**src/rtl/i2c_busmon_pkg.sv**
```systemverilog
package i2c_busmon_pkg;
  typedef enum logic [1:0] {
    MON_UNKNOWN = 2'd0,
    MON_BUSY    = 2'd1,
    MON_DRAIN   = 2'd2,
    MON_FREE    = 2'd3
  } mon_state_e;
endpackage

```
**src/rtl/i2c_cond_detect.sv**
```systemverilog
module i2c_cond_detect (
  input  logic clk,
  input  logic rst_n,
  input  logic scl_i,
  input  logic sda_i,
  output logic start_o,
  output logic stop_o
);
  logic scl_q, sda_q;

  // Previous sample; reset high so that a quiet bus produces no edge.
  always_ff @(posedge clk or negedge rst_n) begin
    if (!rst_n) begin
      scl_q <= 1'b1;
      sda_q <= 1'b1;
    end else begin
      scl_q <= scl_i;
      sda_q <= sda_i;
    end
  end

  // SCL must be high in both samples; only SDA may move.
  assign start_o = scl_q & scl_i & sda_q & ~sda_i;
  assign stop_o  = scl_q & scl_i & ~sda_q & sda_i;
endmodule

```
**src/rtl/i2c_hold_timer.sv**
```systemverilog
module i2c_hold_timer #(
  parameter int unsigned LIMIT = 16
) (
  input  logic clk,
  input  logic rst_n,
  input  logic clr_i,
  input  logic en_i,
  output logic done_o
);
  localparam int unsigned CW = (LIMIT < 2) ? 1 : $clog2(LIMIT + 1);

  logic [CW-1:0] cnt;
  logic          at_end;

  assign at_end = (cnt == CW'(LIMIT - 1));
  assign done_o = en_i & ~clr_i & at_end;

  always_ff @(posedge clk or negedge rst_n) begin
    if (!rst_n)                 cnt <= '0;
    else if (clr_i)             cnt <= '0;
    else if (en_i && !at_end)   cnt <= cnt + CW'(1);
  end
endmodule

```
**src/rtl/i2c_busmon.sv**
```systemverilog
module i2c_busmon
  import i2c_busmon_pkg::*;
#(
  parameter int unsigned FREE_CYCLES = 1175,
  parameter int unsigned IDLE_CYCLES = 1000000
) (
  input  logic clk,
  input  logic rst_n,
  input  logic scl_i,
  input  logic sda_i,
  output logic bus_busy_o,
  output logic start_det_o,
  output logic stop_det_o
);
  mon_state_e state, state_nxt;
  logic start_w, stop_w;
  logic idle_done, free_done;
  logic lines_high;

  i2c_cond_detect u_cond (
    .clk     (clk),
    .rst_n   (rst_n),
    .scl_i   (scl_i),
    .sda_i   (sda_i),
    .start_o (start_w),
    .stop_o  (stop_w)
  );

  assign lines_high = scl_i & sda_i;

  // Idle window: only meaningful while the bus state is unknown.
  i2c_hold_timer #(.LIMIT(IDLE_CYCLES)) u_idle_tmr (
    .clk    (clk),
    .rst_n  (rst_n),
    .clr_i  (~lines_high | (state != MON_UNKNOWN)),
    .en_i   (lines_high),
    .done_o (idle_done)
  );

  // Bus-free window: runs while draining after a STOP.
  i2c_hold_timer #(.LIMIT(FREE_CYCLES)) u_free_tmr (
    .clk    (clk),
    .rst_n  (rst_n),
    .clr_i  ((state != MON_DRAIN) | stop_w),
    .en_i   (1'b1),
    .done_o (free_done)
  );

  always_comb begin
    state_nxt = state;
    if (start_w) begin
      state_nxt = MON_BUSY;
    end else if (stop_w && state != MON_FREE) begin
      state_nxt = MON_DRAIN;
    end else begin
      case (state)
        MON_UNKNOWN: if (idle_done) state_nxt = MON_FREE;
        MON_DRAIN:   if (free_done) state_nxt = MON_FREE;
        default:     state_nxt = state;
      endcase
    end
  end

  always_ff @(posedge clk or negedge rst_n) begin
    if (!rst_n) state <= MON_UNKNOWN;
    else        state <= state_nxt;
  end

  assign bus_busy_o  = (state != MON_FREE);
  assign start_det_o = start_w;
  assign stop_det_o  = stop_w;
endmodule

```
**config.mk**
```make
export PLATFORM = sky130hd
export DESIGN_NAME = i2c_busmon
export DESIGN_NICKNAME = d
export VERILOG_FILES = /design/src/rtl/i2c_busmon_pkg.sv /design/src/rtl/i2c_cond_detect.sv /design/src/rtl/i2c_hold_timer.sv /design/src/rtl/i2c_busmon.sv
export SDC_FILE = /design/constraint.sdc
export NUM_CORES = 1
export LEC_CHECK = 0
export CORE_AREA = 2 2 88 90
export CTS_CLUSTER_SIZE = 25
export DETAILED_ROUTE_END_ITERATION = 8
export DIE_AREA = 0 0 90 92
export GPL_TIMING_DRIVEN = 1
export PLACE_DENSITY = 0.38
export SYNTH_ARGS = -nofsm -noshare
export SYNTH_HDL_FRONTEND = slang
export SYNTH_SLANG_ARGS = --single-unit
```
**constraint.sdc**
```tcl
create_clock -name clk -period 2.6 [get_ports clk]
set_clock_uncertainty 0.2 [all_clocks]
set_input_delay 0.52 -clock clk [delete_from_list [all_inputs] [get_ports clk]]
set_output_delay 0.52 -clock clk [all_outputs]
set_load 0.005 [all_outputs]
```
* Yosys cells after proc, flatten, opt, wreduce, memory -nomap -nowiden *
Index checks and enable logic that the tools add are counted.

cells by class
  multiplexer cells = 9
  add/sub/neg operators = 2
  equality and inequality tests = 8
  bitwise operators = 16
  reductions and logical operators = 8

operator list
  kind                                                                      number
  20-bit two-way mux                                                        2
  11-bit two-way mux                                                        2
  20-bit by 1-bit adder with 20-bit output (second input constant)          1
  20-bit equality test (second input constant)                              1
  11-bit by 1-bit adder with 11-bit output (second input constant)          1
  11-bit equality test (second input constant)                              1
  1-bit AND                                                                 9
  2-bit two-way mux                                                         4
  4-bit inequality test (second input constant)                             2
  1-bit inverter                                                            5
  2-bit inequality test (second input constant)                             2
  2-bit one-hot mux with 2 select lines                                     1
  2-bit nonzero test                                                        2
  4-bit nonzero test                                                        1
  3-bit AND reduction                                                       1
  2-bit equality test (second input constant)                               1
  1-bit logical AND                                                         2
  2-bit logical NOT                                                         1
  2-bit by 1-bit inequality test with 1-bit output (second input constant)  1
  1-bit bitwise OR                                                          2
  1-bit logical NOT                                                         1

word-level totals
  output and inout port bits = 3
  register bits = 35
  input port bits = 4
  word-level logic and storage cells = 48

* Depth between registers and ports, before layout *
Gate-level depths: netlist of the first run.

  depth in word-level cells = 10
  mapped depth = 5
  gate-level depth less buffers = 5

* Cells and area by module *
From an unflattened synthesis of the first run, not the netlist that was laid out.

unflattened totals
  cell total of the unflattened synthesis = 219
  area, all modules = 2117.0 um2

modules (own cells, without submodules)
  module                        times used  area an instance (um2)  cells each
  i2c_hold_timer at u_idle_tmr  1           1228.7                  131
  i2c_hold_timer at u_free_tmr  1           694.4                   69
  i2c_busmon                    1           121.4                   15
  i2c_cond_detect               1           72.6                    4

* Worst setup path before layout of the first run *
No wires, ideal clock.

  path type = register to register
  from = register u_idle_tmr.cnt[0]
  to = register u_idle_tmr.cnt[18]
  data required time = 2322 ps
  setup slack = 506 ps
  setup time = 78 ps
  arrival = 1816 ps
  cell stages (with the launch flop) = 6
  path through = dfrtp_1 -> ha_1 -> nand2_1 -> or4_4 -> or4_1 -> a21oi_1

between the ends
  cells in the longest elaborated chain, start to end = 4
  elaborated cells on any way between the ends = 7
  classes of those cells = add/sub: 1; eq/ne: 1; mux: 2; reduce/logical: 3

RTL lines
  item                                                                              line                  RTL
  from (decl)                                                                       i2c_hold_timer.sv:12  logic [CW-1:0] cnt;
  from (signal assigned)                                                            i2c_hold_timer.sv:21  else if (en_i && !at_end) cnt <= cnt + CW'(1);
  branches (longest 4 deep; another with 20-bit by 1-bit adder with 20-bit output)  n/a

Parallel ways; which one is timed is not known. The select of a mux whose other input is x is not followed.
A chain may end at the register's enable or synchronous reset.

* Worst setup path in the final report of the first run *
  from = input port scl_i
  to = output port stop_det_o

between the ends
  cells in the longest elaborated chain, start to end = 3

RTL lines
  item                     line                   RTL
  from (decl)              i2c_busmon.sv:9        input logic scl_i,
  1-bit AND (3 in series)  i2c_cond_detect.sv:24  assign stop_o = scl_q & scl_i & ~sda_q & sda_i;
  to (decl)                i2c_busmon.sv:13       output logic stop_det_o

Every way passes these cells.

==> summary.md, run 1 <==
| Metric | Value |
|---|---|
| Status | finished clean |
| CP most frequent cell | clkdlybuf4s50_1 |
| # fillers | 817 |
| H-tree levels | 2 |
| Crit path depth | 4 |
| Core Area | 7450 um^2 |
| Die width | 90 um |
| PostCTS Resize Cnt | 0 |
| Die ar. | 8280 um^2 |
| Register bit total from synthesis | 35 |
| Port bufs | 6 |
| Syn-to-layout area delta | 17.7% |
| FF-to-FF Start | u_idle_tmr.cnt[0] |
| VDD IR-drop max | 0.000250 V |
| I/O pin cnt | 7 |
| Antenna Cells | 0 |
| RR Endpoint | u_idle_tmr.cnt[18] |
| Top FF cell, synth | dfrtp_1 |
| Clock sink count | 35 |
| Netlist cell types | 34 |
| Warnings from Yosys | 0 |
| WHS Path Cells | 1 |
| R2r setup slk | 0.33 ns |
| Die Y | 92 um |
| Post-DR wirelength/cell | 11.9 um |
| Post-Route WL | 3620 um |
| Unrepaired setup endpoints after global routing | false |
| Avg Vias per Cell | 4.50 |
| Final HPWL DP | 2580 um |
| Grt ovf | 0 |
| Reg area | 878 um^2 |
| CP Cell Sequence | clkdlybuf4s50_1 > nand4b_1 > inv_1 > clkdlybuf4s50_1 |
| Minimum clock period | 2.49 ns |
| Count of pins over their slew limit | 0 |
| Worst setup EP type | output pin |
| First-pass GRT wire length | 6470 um |
| Row Count | 32 |
| Fin nets | 209 |
| Slew @ Worst Pin | 0.666 ns |
| GP Congestion | 0.709 |
| Largest area contributor in the netlist | dfrtp_1 |
| Worst slew margin | 55.2% |
| Routed vias | 1373 |
| Crit-path slowest cell | clkdlybuf4s50_1 |
| CP max FO | 4 |
| DR iter-0 viols | 58 |
| Initial Util | 23.8% |
| Hold path start | u_idle_tmr.cnt[2] |
| DRC | 0 |
| Drt pass-1 iters | 4 |
| Pwr dens | 510 nW/um^2 |
| Setup violators final | 0 |
| Share of cells above drive strength 1 | 8.87% |
| Asr flop ratio synth | 100% |
| CTS Buf Count | 5 |
| Synth Cell Area | 1770 um^2 |
| Vias in the first global route | 1302 |
| Largest net degree at the start of global routing | 18 |
| # Max-Cap Violations | 0 |
| Worst EP required | 1.88 ns |
| Clock Path Buffers | 2 |
| Seq/Total Area, Yosys | 49.6% |
| Worst-path clk slew | 0.06 ns |
| CP Launch Type | input port |
| Post-Syn Nets | 191 |
| Max Fclk | 402 MHz |
| Area after DPL | 1990 um^2 |
| P_leak | 0.000809 uW |
| TritonCTS clock tree | built |
| Delay-heaviest family, CP | buffers and inverters |
| Critical path class | in2out |
| CP Data Arrival Time | 1.77 ns |
| Fin area | 2080 um^2 |
| Worst path max stage delay | 0.51 ns |
| Final Hold Fails | 0 |
| Synth top area cells | dfrtp_1 47%, xnor2_1 4.5%, nand2_1 3.8% |
| Worst skew pair latency | 0.28 ns |
| GRT Util Overall | 9.77% |
| Synthesized area per cell | 9.62 um^2 |
| Worst Reg-to-Reg Cells | 5 |
| Synth top area share | 46.6% |
| Hold Crit Class | reg2reg |
| Area of the multi-input gates | 858 um^2 |
| WHS Endpoint | u_idle_tmr.cnt[2] |
| EDFF count, synth | 0 |
| Buf/Inv on CP | 3 |
| Initial antenna violation count | 0 |
| Final Cycle Share | 95.7% |
| Detail Route Antenna Nets | 0 |
| CTS root buffer | clkbuf_8 |
| Setup_tns | 0 ns |
| Cells after Synth | 184 |
-- registers in the layout, summed over array words and instances (netlist names) --
signal and flops:
state 2, u_cond.scl_q 1, u_cond.sda_q 1, u_free_tmr.cnt 11, u_idle_tmr.cnt 20
-- synth_stat cells, types with 3 or more instances --
library cell,instances
nand3_1,7
nand4_1,5
xnor2_1,9
ha_1,3
nor2_1,18
nand4b_1,3
or3_1,7
and3_1,8
nor4_1,3
inv_1,6
nor3_1,9
dfrtp_1,33
a31oi_1,4
xor2_1,4
a21oi_1,11
o21ai_0,11
nand2_1,18
clkbuf_1,3
-- routing by layer --
layer,vias to the layer above,global-route usage (%),part of all wire (%)
met5,-,0,0
met2,17,14.8,44
met1,645,13.2,52
met3,5,2.71,2.5
li1,706,-,-
met4,0,3.85,1.5
-- how the worst max path moves through the flow --
stage / from / to / slack [ns]
2_1_floorplan: u_idle_tmr.cnt[0] / u_idle_tmr.cnt[18] / 0.51
3_3_place_gp: scl_i / start_det_o / 0.11
3_5_place_dp: scl_i / start_det_o / 0.11
4_1_cts: scl_i / start_det_o / 0.10
5_1_grt: scl_i / start_det_o / 0.04
6_report: scl_i / stop_det_o / 0.11
-- repair_timing --
item,CTS,global route
buffers inserted,0,0
hold buffers,1,0
endpoints found under the hold margin,4,0
-- layout by cell type, fill, tap and decap left out, types with 8 or more instances in the layout --
cell type  Yosys  routed
dfrtp_1       33      33
nand2_1       18      18
nor2_1        18      18
o21ai_0       11      11
a21oi_1       11      11
xnor2_1        9       9
nor3_1         9       9
and3_1         8       8
-- metrics by stage --
step / power (uW) / setup slack, ns / instances / util (%) / hold slack (ns)
after CTS: 1090 / 0.104 / 305 / 28.0 / 0.341
after detailed placement: 701 / 0.113 / 296 / 26.8 / 0.157
after global routing: 1140 / 0.0449 / 305 / 28.0 / 0.384
final: 1060 / 0.111 / 305 / 28.0 / 0.341
after global placement: 704 / 0.113 / 296 / 26.8 / 0.160
after floorplan: 645 / 0.506 / 184 / - / 0.0244
-- kinds of logic after synthesis --
family / after synthesis / share of synthesized area, %
AOI/OAI and AO/OA: 31 / 9.82
xor gates and xnor gates: 13 / 6.43
adders and majority gates: 3 / 2.12
buffers and inverters: 9 / 1.91
DFF: 35 / 49.6
muxes: 2 / 1.20
and+or+nand+nor: 91 / 28.9
-- area by class of cell --
class,count,area share (%)
multi-input combinational,140,41.2
timing repair buffer,14,5.64
tap,102,6.12
clock buffer,8,3.84
inverter,6,1.08
sequential,35,42.1
-- power breakdown --
group          leakage [uW]  total (uW)  internal [uW]  switching (uW)
Sequential         0.000476         590            563            26.6
Combinational      0.000293         100           47.6            52.5
Clock             0.0000395         374            190             184
Total              0.000809        1060            801             263
No activity file was read; power rests on OpenSTA's default activity.
==> inputs of run 2 (changes only) <==
ABC_AREA = 1   (was unset)
CORE_AREA = 2 2 91 93   (was 2 2 88 90)
DIE_AREA = 0 0 93 95   (was 0 0 90 92)
==> run 2 against run 1 <==
Power grew 17%. Count of clock-buffer cells in the layout shrank 1. Maximum frequency grew 0.61%. Cell count grew 23%. Sequential share of layout area shrank 2.1 points. Critical path type unchanged.
==> summary.md, run 2 <==
| Metric | Value |
|---|---|
| Final HPWL DP | 2990 um (+16%) |
| Commonest non-fill, non-tap cell in the layout | nand2_1 |
| Pwr dens | 566 nW/um^2 (+11%) |
| Syn-to-layout area delta | 15.8% |
| Crit path depth | 4 (unchanged) |
| CP most frequent cell | clkdlybuf4s50_1 |
| RR Endpoint | state[1] |
| Sw frac | 30.0% (+5.3 points) |
| R2r setup slk | 0.73 ns (+0.40 ns) |
| Synth top area share | 43.6% (-3.0 points) |
| Synthesized area per cell | 7.57 um^2 (-21%) |
| Netlist cell types | 22 (-35%) |
| EDFF count, synth | 0 (unchanged) |
| Buf/Inv on CP | 2 (-1) |
| Synth Cell Area | 1890 um^2 (+6.9%) |
| Post-Syn Nets | 257 (+35%) |
| # Max-Cap Violations | 0 (unchanged) |
| DR iter-0 viols | 120 (+110%) |
| Cells after Synth | 250 (+36%) |
| Commonest non-fill, non-tap cells in the layout | 57 x nand2_1, 38 x nor2_1, 33 x dfrtp_1 |
| Max Fclk | 404 MHz (+0.61%) |
| Status | finished clean |
| Initial Util | 23.9% (+0.11 points) |
| Psw | 372 uW (+42%) |
| Top Registers | u_idle_tmr.cnt (20), u_free_tmr.cnt (11), state (2) |
| VDD IR-drop max | 0.000288 V (+15%) |
| I/O pin cnt | 7 (unchanged) |
| Register bit total from synthesis | 35 (unchanged) |
| Delay-heaviest family, CP | buffers and inverters |
| Max reg flops | 20 (unchanged) |
| Core Area | 7930 um^2 (+6.5%) |
| CTS Buf Count | 5 (unchanged) |
| FF-to-FF Start | u_idle_tmr.cnt[0] |
| Seq/Total Area, Yosys | 46.4% (-3.2 points) |
| Unrepaired setup endpoints after global routing | false |
| H-tree levels | 2 (unchanged) |
| Logic gate share of total power | 19.3% (+9.9 points) |
| Worst-path clk slew | 0.08 ns (+0.02 ns) |
| Slew @ Worst Pin | 0.836 ns (+0.170 ns) |
| Final Hold Fails | 0 (unchanged) |
| Asr flop ratio synth | 100% (unchanged) |
| Die ar. | 8840 um^2 (+6.7%) |
| Reg area | 878 um^2 (unchanged) |
| Total chip power | 1240 uW (+17%) |
| Clock Path Buffers | 2 (unchanged) |
| Top FF cell, synth | dfrtp_1 |
| Area of the multi-input gates | 877 um^2 (+2.2%) |
| Critical path class | in2out |
| Clock sink count | 35 (unchanged) |
| Count of pins over their slew limit | 0 (unchanged) |
| PostCTS Resize Cnt | 0 (unchanged) |
| Largest area contributor in the netlist | dfrtp_1 |
| Share of cells above drive strength 1 | 9.67% (+0.80 points) |
| CP Cell Sequence | clkdlybuf4s50_1 > nand2_1 > nor2_4 > clkdlybuf4s50_1 |
| Synth top area cells | dfrtp_1 44%, nand2_1 11%, nor2_1 7.5% |
| CTS root buffer | clkbuf_8 |
| Grt ovf | 0 (unchanged) |
| Worst slew margin | 44.3% (-11 points) |
| Final Cycle Share | 95.2% (-0.58 points) |
| Die Y | 95 um (+3.3%) |
| Routed vias | 1581 (+15%) |
| Row Count | 33 (+3.1%) |
| Warnings from Yosys | 0 (unchanged) |
| Post-DR wirelength/cell | 11.2 um (-5.9%) |
| Commonest cells post-synth | 57 x nand2_1, 38 x nor2_1, 33 x dfrtp_1 |
| Largest Register | u_idle_tmr.cnt |
| # Post-CTS Setup Buffers | 0 (unchanged) |
| Vias in the first global route | 1562 (+20%) |
| Post-Route WL | 4180 um (+15%) |
| Crit path to | stop_det_o |
| Worst setup EP type | output pin |
| Setup violators final | 0 (unchanged) |
| Crit-path slowest cell | clkdlybuf4s50_1 |
| TritonCTS clock tree | built |
| Worst setup path startpoint | sda_i |
| Port bufs | 6 (unchanged) |
| Detail Route Antenna Nets | 0 (unchanged) |
| Int Pwr | 868 uW (+8.4%) |
| Worst Reg-to-Reg Cells | 10 (+5) |
| Flop pwr share | 49.3% (-6.1 points) |
| Die width | 93 um (+3.3%) |
| P_leak | 0.000951 uW (+18%) |
| Largest net degree at the start of global routing | 36 (+18) |
| Drt pass-1 iters | 4 (unchanged) |
| Fin nets | 275 (+32%) |
| Initial antenna violation count | 0 (unchanged) |
| Worst path max stage delay | 0.50 ns (about the same) |
| Hold Crit Class | in2async |
| Clock power share | 31.4% (-3.8 points) |
| Worst skew pair latency | 0.29 ns (about the same) |
| Final Util | 27.7% (-0.34 points) |
| GP Congestion | 0.734 (+3.5%) |
| Worst EP required | 1.88 ns (about the same) |
| First-pass GRT wire length | 7500 um (+16%) |
| GRT Util Overall | 10.9% (+1.1 points) |
| DRC | 0 (unchanged) |
| CP Launch Type | input port |
| Setup_tns | 0 ns (unchanged) |
| Hold buffers post-CTS | 0 (-1) |
| Minimum clock period | 2.47 ns (-0.0151 ns) |
| Avg Vias per Cell | 4.23 (-6.1%) |
| CP max FO | 3 (-1) |
| Most numerous cell in the Yosys netlist | nand2_1 |
| Antenna Cells | 0 (unchanged) |
| # fillers | 891 (+9.1%) |
| CP Data Arrival Time | 1.75 ns (-0.02 ns) |
run 2: changes by cell type after synthesis, sizes merged, moves of 4 or more:
cell	before	now
or3	7	0
xnor2	9	0
and3	8	0
nand2	18	60
nand3	7	25
nand4	6	2
a21oi	11	19
o21ai	11	15
inv	6	33
nor2	18	42
run 2: per-stage QoR:
stage | setup slack, ns | hold slack, ns | std cells | area [um^2]
after floorplan | 0.959 | 0.0244 | 250 | 1890
after global placement | 0.122 | 0.310 | 366 | 2110
after detailed placement | 0.127 | 0.308 | 366 | 2110
after CTS | 0.117 | 0.159 | 374 | 2190
after global routing | 0.0552 | 0.201 | 374 | 2190
final | 0.126 | 0.127 | 374 | 2190
run 2: cells by family after synthesis:
family / count (synthesis) / synth area share, %
compound gates: 36 / 9.65
xor+xnor: 2 / 0.925
fa+ha+maj: 3 / 1.98
buf+inv: 34 / 7.27
flops: 35 / 46.4
simple gates: 140 / 33.8
run 2: how the worst min path moves through the flow:
stage,start,endpoint,slack (ns),cells past startpoint
after CTS,rst_n,state[0],0.16,1
final,rst_n,u_idle_tmr.cnt[3],0.13,1
after floorplan,rst_n,state[0],0.02,0
after global placement,u_idle_tmr.cnt[7],u_idle_tmr.cnt[7],0.31,1
after detailed placement,u_idle_tmr.cnt[7],u_idle_tmr.cnt[7],0.31,1
after global routing,rst_n,state[0],0.20,1
run 2: layout make-up:
| class | instances | share of cell area [%] |
|---|---|---|
| clock buffers | 7 | 3.48 |
| clock inverters | 1 | 0.228 |
| inverters | 33 | 5.65 |
| multi-input cells | 181 | 40.0 |
| flip-flops and latches | 35 | 40.1 |
| well taps | 105 | 5.99 |
| repair buffers | 12 | 4.57 |
run 2: power groups by stage:
stage / clock [uW] / sequential (uW) / combinational (uW)
after floorplan: 0 / 614 / 155
after CTS: 420 / 611 / 248
final: 389 / 611 / 240
after global placement: 0 / 624 / 244
after detailed placement: 0 / 620 / 248
after global routing: 444 / 620 / 283
run 2: per-layer routing:
| metal | global-route usage [%] | up-vias | routed length, um |
|---|---|---|---|
| li1 | - | 835 | - |
| met1 | 14.8 | 726 | 2130 |
| met2 | 17.0 | 15 | 1900 |
| met3 | 2.47 | 5 | 85 |
| met4 | 3.68 | 0 | 65 |
| met5 | 0 | - | 0 |
run 2: worst register-to-register path, stage by stage (launching register included):
cell     delay (ns)
dfrtp_1        0.42
ha_1           0.20
nand2_2        0.09
nor2_4         0.11
nand2_2        0.11
nor2_1         0.16
nand3_1        0.17
nand2_1        0.15
nand2_1        0.06
nand2_1        0.05
nand2_1        0.04
